--- config.mk ---
export PLATFORM = sky130hd
export DESIGN_NAME = sci_tx_dbuf
export DESIGN_NICKNAME = d
export VERILOG_FILES = /design/src/rtl/sci_tx_pkg.sv /design/src/rtl/sci_tx_hold.sv /design/src/rtl/sci_tx_sched.sv /design/src/rtl/sci_tx_shifter.sv /design/src/rtl/sci_tx_dbuf.sv
export SDC_FILE = /design/constraint.sdc
export NUM_CORES = 1
export LEC_CHECK = 0
export BUFFER_PORTS_ARGS = -buffer_cell sky130_fd_sc_hd__buf_2
export CORE_MARGIN = 4
export CORE_UTILIZATION = 40
export CTS_CLUSTER_DIAMETER = 100
export DETAILED_ROUTE_END_ITERATION = 10
export PLACE_DENSITY = 0.7
export SKIP_CTS_REPAIR_TIMING = 1
export SYNTH_ARGS = -nofsm -noshare
export SYNTH_HDL_FRONTEND = slang
export SYNTH_SLANG_ARGS = --single-unit
--- constraint.sdc ---
create_clock -name clk -period 3 [get_ports clk]
set_input_delay 0.15 -clock clk [delete_from_list [all_inputs] [get_ports clk]]
set_output_delay 0.15 -clock clk [all_outputs]
set_load 0.05 [all_outputs]
--- src/rtl/sci_tx_pkg.sv ---
// Shared types for the double-buffered serial transmitter.
// Assumes nothing beyond IEEE 1800-2017 packages.
package sci_tx_pkg;

    // Activity of the bit shifter: resting high, or inside a frame.
    typedef enum logic {
        MODE_IDLE = 1'b0,
        MODE_BUSY = 1'b1
    } tx_mode_e;

endpackage

--- src/rtl/sci_tx_hold.sv ---
// Holding register in front of the shifter. It stores one byte and the
// ready flag. A write loads the byte and clears the flag. A transfer pulse
// sets the flag one edge later. A write in the same cycle wins, so a fresh
// byte is never marked as taken.
// Assumes: xfer is a single-cycle pulse.
module sci_tx_hold #(
    parameter int DATA_W = 8
) (
    input  logic              clk,
    input  logic              rst_n,
    input  logic              wr_en,
    input  logic [DATA_W-1:0] wr_data,
    input  logic              xfer,
    output logic [DATA_W-1:0] hold_data,
    output logic              hold_empty
);

    logic [DATA_W-1:0] data_q;
    logic              empty_q;

    // Purpose: capture written bytes and track whether the buffer is free.
    always_ff @(posedge clk) begin
        if (!rst_n) begin
            data_q  <= '0;
            empty_q <= 1'b1;
        end else if (wr_en) begin
            data_q  <= wr_data;
            empty_q <= 1'b0;
        end else if (xfer) begin
            empty_q <= 1'b1;
        end
    end

    assign hold_data  = data_q;
    assign hold_empty = empty_q;

endmodule

--- src/rtl/sci_tx_sched.sv ---
// Transfer scheduler. It detects the enable edge, arms the preamble, and
// decides on which tick a waiting byte may enter the shifter. The hand-off
// is registered, so the pulse appears on the edge after the tick edge.
// Assumes: baud_tick pulses are one clock wide and at least two clocks apart.
module sci_tx_sched (
    input  logic clk,
    input  logic rst_n,
    input  logic enable,
    input  logic tick,
    input  logic hold_empty,
    input  logic idle_ready,
    input  logic last_mid,
    output logic xfer,
    output logic pre_load,
    output logic pre_pending
);

    logic en_q;
    logic pre_q;
    logic xfer_q;
    logic en_rise;
    logic want_xfer;

    assign en_rise   = enable & ~en_q;
    assign pre_load  = enable & tick & pre_q & idle_ready;
    assign want_xfer = enable & tick & ~hold_empty & ~pre_q & ~en_rise
                     & (idle_ready | last_mid);

    // Purpose: remember the enable level, the armed preamble and the pending pulse.
    always_ff @(posedge clk) begin
        if (!rst_n) begin
            en_q   <= 1'b0;
            pre_q  <= 1'b0;
            xfer_q <= 1'b0;
        end else begin
            en_q   <= enable;
            xfer_q <= want_xfer;
            if (!enable) begin
                pre_q <= 1'b0;
            end else if (en_rise) begin
                pre_q <= 1'b1;
            end else if (pre_load) begin
                pre_q <= 1'b0;
            end
        end
    end

    assign xfer        = xfer_q & enable;
    assign pre_pending = pre_q;

endmodule

--- src/rtl/sci_tx_shifter.sv ---
// Bit shifter with the oversampling bit timer. The current bit sits in a
// line register, and the bits still to go sit in a shift register. A new
// frame can therefore be loaded while the last bit of the old one is
// still on the line. A bit boundary takes the next bit from the shift
// register. With none left, the line returns to rest.
// Assumes: load never coincides with a tick that crosses a bit boundary.
module sci_tx_shifter #(
    parameter int FRAME_W    = 10,
    parameter int OVERSAMPLE = 16
) (
    input  logic               clk,
    input  logic               rst_n,
    input  logic               enable,
    input  logic               tick,
    input  logic               load,
    input  logic [FRAME_W-1:0] load_frame,
    output logic               line,
    output logic               idle_ready,
    output logic               last_mid
);
    import sci_tx_pkg::*;

    localparam int SUB_W = (OVERSAMPLE > 1) ? $clog2(OVERSAMPLE) : 1;
    localparam int CNT_W = $clog2(FRAME_W + 1);
    localparam int MID   = OVERSAMPLE / 2;
    localparam logic [SUB_W-1:0] SUB_LAST = SUB_W'(OVERSAMPLE - 1);
    localparam logic [SUB_W-1:0] SUB_MID  = SUB_W'(MID - 1);
    localparam logic [CNT_W-1:0] CNT_FULL = CNT_W'(FRAME_W);

    tx_mode_e           mode_q;
    logic [SUB_W-1:0]   sub_q;
    logic [CNT_W-1:0]   left_q;
    logic [FRAME_W-1:0] shift_q;
    logic               line_q;
    logic               at_edge;

    assign at_edge = tick && ((mode_q == MODE_BUSY && sub_q == SUB_LAST) ||
                              (mode_q == MODE_IDLE && left_q != '0));

    // Purpose: advance the bit timer, step bits onto the line, accept loads.
    always_ff @(posedge clk) begin
        if (!rst_n || !enable) begin
            mode_q  <= MODE_IDLE;
            sub_q   <= '0;
            left_q  <= '0;
            shift_q <= '1;
            line_q  <= 1'b1;
        end else begin
            if (at_edge) begin
                sub_q <= '0;
                if (left_q != '0) begin
                    line_q  <= shift_q[0];
                    shift_q <= {1'b1, shift_q[FRAME_W-1:1]};
                    left_q  <= left_q - CNT_W'(1);
                    mode_q  <= MODE_BUSY;
                end else begin
                    line_q <= 1'b1;
                    mode_q <= MODE_IDLE;
                end
            end else if (tick && mode_q == MODE_BUSY) begin
                sub_q <= sub_q + SUB_W'(1);
            end
            if (load) begin
                shift_q <= load_frame;
                left_q  <= CNT_FULL;
            end
        end
    end

    assign line       = line_q;
    assign idle_ready = (mode_q == MODE_IDLE) && (left_q == '0);
    assign last_mid   = (mode_q == MODE_BUSY) && (left_q == '0) && (sub_q == SUB_MID);

endmodule

--- src/rtl/sci_tx_dbuf.sv ---
// Top of the double-buffered serial transmitter. It joins the holding
// register, the transfer scheduler and the bit shifter, and selects the
// pin source. A preamble load or a data hand-off chooses the frame that
// enters the shifter.
// Assumes: baud_tick is one clock wide with at least two clocks between pulses.
module sci_tx_dbuf #(
    parameter int DATA_W     = 8,
    parameter int OVERSAMPLE = 16
) (
    input  logic              clk,
    input  logic              rst_n,
    input  logic              wr_en,
    input  logic [DATA_W-1:0] wr_data,
    input  logic              tx_enable,
    input  logic              baud_tick,
    input  logic              gpio_out,
    output logic              txd,
    output logic              hold_empty
);

    localparam int FRAME_W = DATA_W + 2;

    logic [DATA_W-1:0]  hold_data_w;
    logic               hold_empty_w;
    logic               xfer_w;
    logic               pre_load_w;
    logic               pre_pending_w;
    logic               idle_ready_w;
    logic               last_mid_w;
    logic               line_w;
    logic               load_w;
    logic [FRAME_W-1:0] frame_w;

    sci_tx_hold #(.DATA_W(DATA_W)) hold_i (
        .clk        (clk),
        .rst_n      (rst_n),
        .wr_en      (wr_en),
        .wr_data    (wr_data),
        .xfer       (xfer_w),
        .hold_data  (hold_data_w),
        .hold_empty (hold_empty_w)
    );

    sci_tx_sched sched_i (
        .clk         (clk),
        .rst_n       (rst_n),
        .enable      (tx_enable),
        .tick        (baud_tick),
        .hold_empty  (hold_empty_w),
        .idle_ready  (idle_ready_w),
        .last_mid    (last_mid_w),
        .xfer        (xfer_w),
        .pre_load    (pre_load_w),
        .pre_pending (pre_pending_w)
    );

    // Purpose: choose the all-ones preamble or a framed data byte.
    always_comb begin
        if (pre_load_w) begin
            frame_w = '1;
        end else begin
            frame_w = {1'b1, hold_data_w, 1'b0};
        end
    end

    assign load_w = pre_load_w | xfer_w;

    sci_tx_shifter #(.FRAME_W(FRAME_W), .OVERSAMPLE(OVERSAMPLE)) shift_i (
        .clk        (clk),
        .rst_n      (rst_n),
        .enable     (tx_enable),
        .tick       (baud_tick),
        .load       (load_w),
        .load_frame (frame_w),
        .line       (line_w),
        .idle_ready (idle_ready_w),
        .last_mid   (last_mid_w)
    );

    assign txd        = tx_enable ? line_w : gpio_out;
    assign hold_empty = hold_empty_w;

endmodule

==> qor.csv <==
metric,value,unit
outcome,completed,
syn nets,152,
Post-Route Skew,9.815,ps
Synth Area in Adders,0.009443,
die height,65.56,µm
CORE AREA,0.003103,mm²
Fmax,549.7,MHz
"Clk pin slew, worst setup/hold paths",90,ps
Final Util,0.4754,
most numerous cell in the Yosys netlist,dfxtp_1,
"Cell Area, Synth",0.001325,mm²
XOR/XNOR Fraction of Synth Area,0.01983,
CP Capture Type,flip-flop,
Nets,169,
post-synthesis cell count,137,
pin count of the biggest net entering global routing,16,
nature of the critical path startpoint,flip-flop,
Slew HR,0.5681,
Diodes inserted,0,
Slew @ Worst Pin,646.6,ps
top_reg_cell synth,dfxtp_1,
GRT overflow,0,
area of the multi-input gates,671.9,µm²
mux contribution to synthesized area,0.1218,
Via-to-Cell Ratio,5.376,
clk root buf,clkbuf_4,
clock power share,0.305,
total CTS buffers,5,
Lkg Pwr,0.5685,nW
routed vias,1059,
Skew-Pair Late Insertion Delay,320,ps
Residual DRC,0,
"Hold Vio Cnt, Final",0,
dpl hpwl,1891,µm
number of synthesized flops with an enable pin,0,
simple-gate share of the synthesized area,0.1907,
H-tree lvl count,2,
Die ar.,0.004297,mm²
FP Rows,20,
Hold WC Path Type,in -> reg,
IO Port Bufs,15,
Setup TNS,0,ps
GRT Util Overall,0.1381,
Synth Register Bits,31,
clk sinks,31,
Initial Util,0.4270,
Critical Path Source,shift_i.sub_q[0],
vias in the first global route,1011,
Sequential Power Share,0.613,
CTS Buffer Depth,2,
DRT Pass-1 Iters,4,
final wirelength,2608,µm
layout cell share with drive strength beyond 1,0.1634,
Synth Warn #,0,
NetSw,171.1,µW
Synth area leader,dfxtp_1,
CTS tree,yes,
Worst EP arrival,2030,ps
Final setup viols,0,
Max-cap violations,0,
WL/cell,13.24,µm
final antenna-violating net count,0,
fillers,322,
main combinational cell family by area after synthesis,simple AND/OR/NAND/NOR gates,
Worst VDD drop,0.3023,mV
global-route wire length before repair,4519,µm
flop2flop setup slack,1180,ps
Area Overhead vs Synth,11.33,%
sequential share of the synthesized area,0.4684,
Horiz. Die Dim,65.56,µm
critical-path maximum fanout,10,
storage element area,620.6,µm²
Sw Ratio,0.2453,
mean post-synth cell area,9.672,µm²
Pwr Density,472.7,mW/mm²
max-slew violations,0,
Crit Path Category,reg -> reg,
initial drt markers,95,
worst r2r src,shift_i.sub_q[0],
top post-synthesis cells by area,"dfxtp_1, mux2i_1, nor2b_1",
Hold Crit Start,wr_data[7],
cell-internal power,526.3,µW
Final period util,0.6064,
share of the synthesized area in the top cell type,0.4684,
final RePlAce weighted congestion,0.7995,
Worst Path Required,3210,ps
Ports,16,
Synth top cells by count,"dfxtp_1, mux2i_1, nand2_1, nor2_1",
Gate power share,0.082,
unrepaired setup endpoints after global routing,no,
antenna violations before repair,0,
"Distinct cells, synth",35,
fraction of registers with async set/reset,0,
Tmin final,1819,ps
Synth Area in Compound Gates,0.1653,
## cell families (layout without fill, tap and decap cells)
family	count (synthesis)	count (layout)
adder cells (fa/ha/maj)	1	1
multiplexers	16	16
buffers and inverters	8	24
XOR/XNOR	3	3
AND/OR/NAND/NOR	45	45
AO/OA/AOI/OAI	33	33
flip-flops	31	31
## flip-flops by register name, indices dropped and copies added, names as in the netlist
name	cells
shift_i.left_q	4
shift_i.shift_q	9
sched_i.xfer_q	1
shift_i.line	1
shift_i.sub_q	4
hold_i.hold_data	8
sched_i.en_q	1
hold_i.hold_empty	1
sched_i.pre_pending	1
shift_i.mode_q	1
## metal layers
layer  track usage  part of all wire  vias up
li1              -                 -      535
met1        0.1731              0.48      493
met2        0.2137              0.46       23
met3       0.04103             0.045        8
met4       0.06995             0.022        0
met5             0                 0        -
## final cells by class
class                           count  share of cell area
Timing Repair Buffer               15             0.05089
Multi-Input combinational cell     98              0.4555
Sequential cell                    31              0.4207
Clock buffer                        6             0.02799
Inverter                            3            0.007634
Tap cell                           44             0.03732
## cells in the final DEF (no fill, tap or decap), types with 3 or more instances in the layout
cell / count
dfxtp_1: 31
mux2i_1: 15
inv_1: 3
a21oi_1: 8
clkbuf_4: 5
a31oi_1: 7
nor2b_1: 8
buf_2: 15
nand2_1: 9
o21ai_0: 3
a21o_1: 3
nand3_1: 5
nor2_1: 9
nor4_1: 6
## worst max-delay path, stage by stage (launching register included)
cell and delay [ps]:
dfxtp_1 400, ha_1 210, nand3_1 140, a211oi_2 620, o2111ai_1 200, o31a_1 130
## per-stage QoR
step           power [mW]  hold WS (ps)  instance area (µm²)  std cells  setup slack (ps)
3_3_place_gp       0.4930         408.2                 1434        191              1299
5_1_grt            0.7312         93.00                 1475        197              1030
6_report           0.6973         85.27                 1475        197              1181
2_1_floorplan      0.4742         226.2                 1325        137              1459
4_1_cts            0.7040         83.14                 1475        197              1222
3_5_place_dp       0.4949         419.0                 1434        191              1242
## worst paths after layout
check | cells after the start | to
min | 3 | hold_i.hold_data[7]
min reg2reg | 1 | sched_i.pre_pending
max reg2reg | 5 | shift_i.shift_q[1]
max | 5 | shift_i.shift_q[1]
## power groups by stage
stage	registers, mW	clock network (mW)	logic (mW)
after CTS	0.428	0.219	0.0577
final	0.427	0.212	0.0574
after detailed placement	0.437	0	0.0576
after floorplan	0.438	0	0.0361
after global placement	0.437	0	0.0562
after global routing	0.429	0.238	0.0645
(Power assumes the default switching activity.)
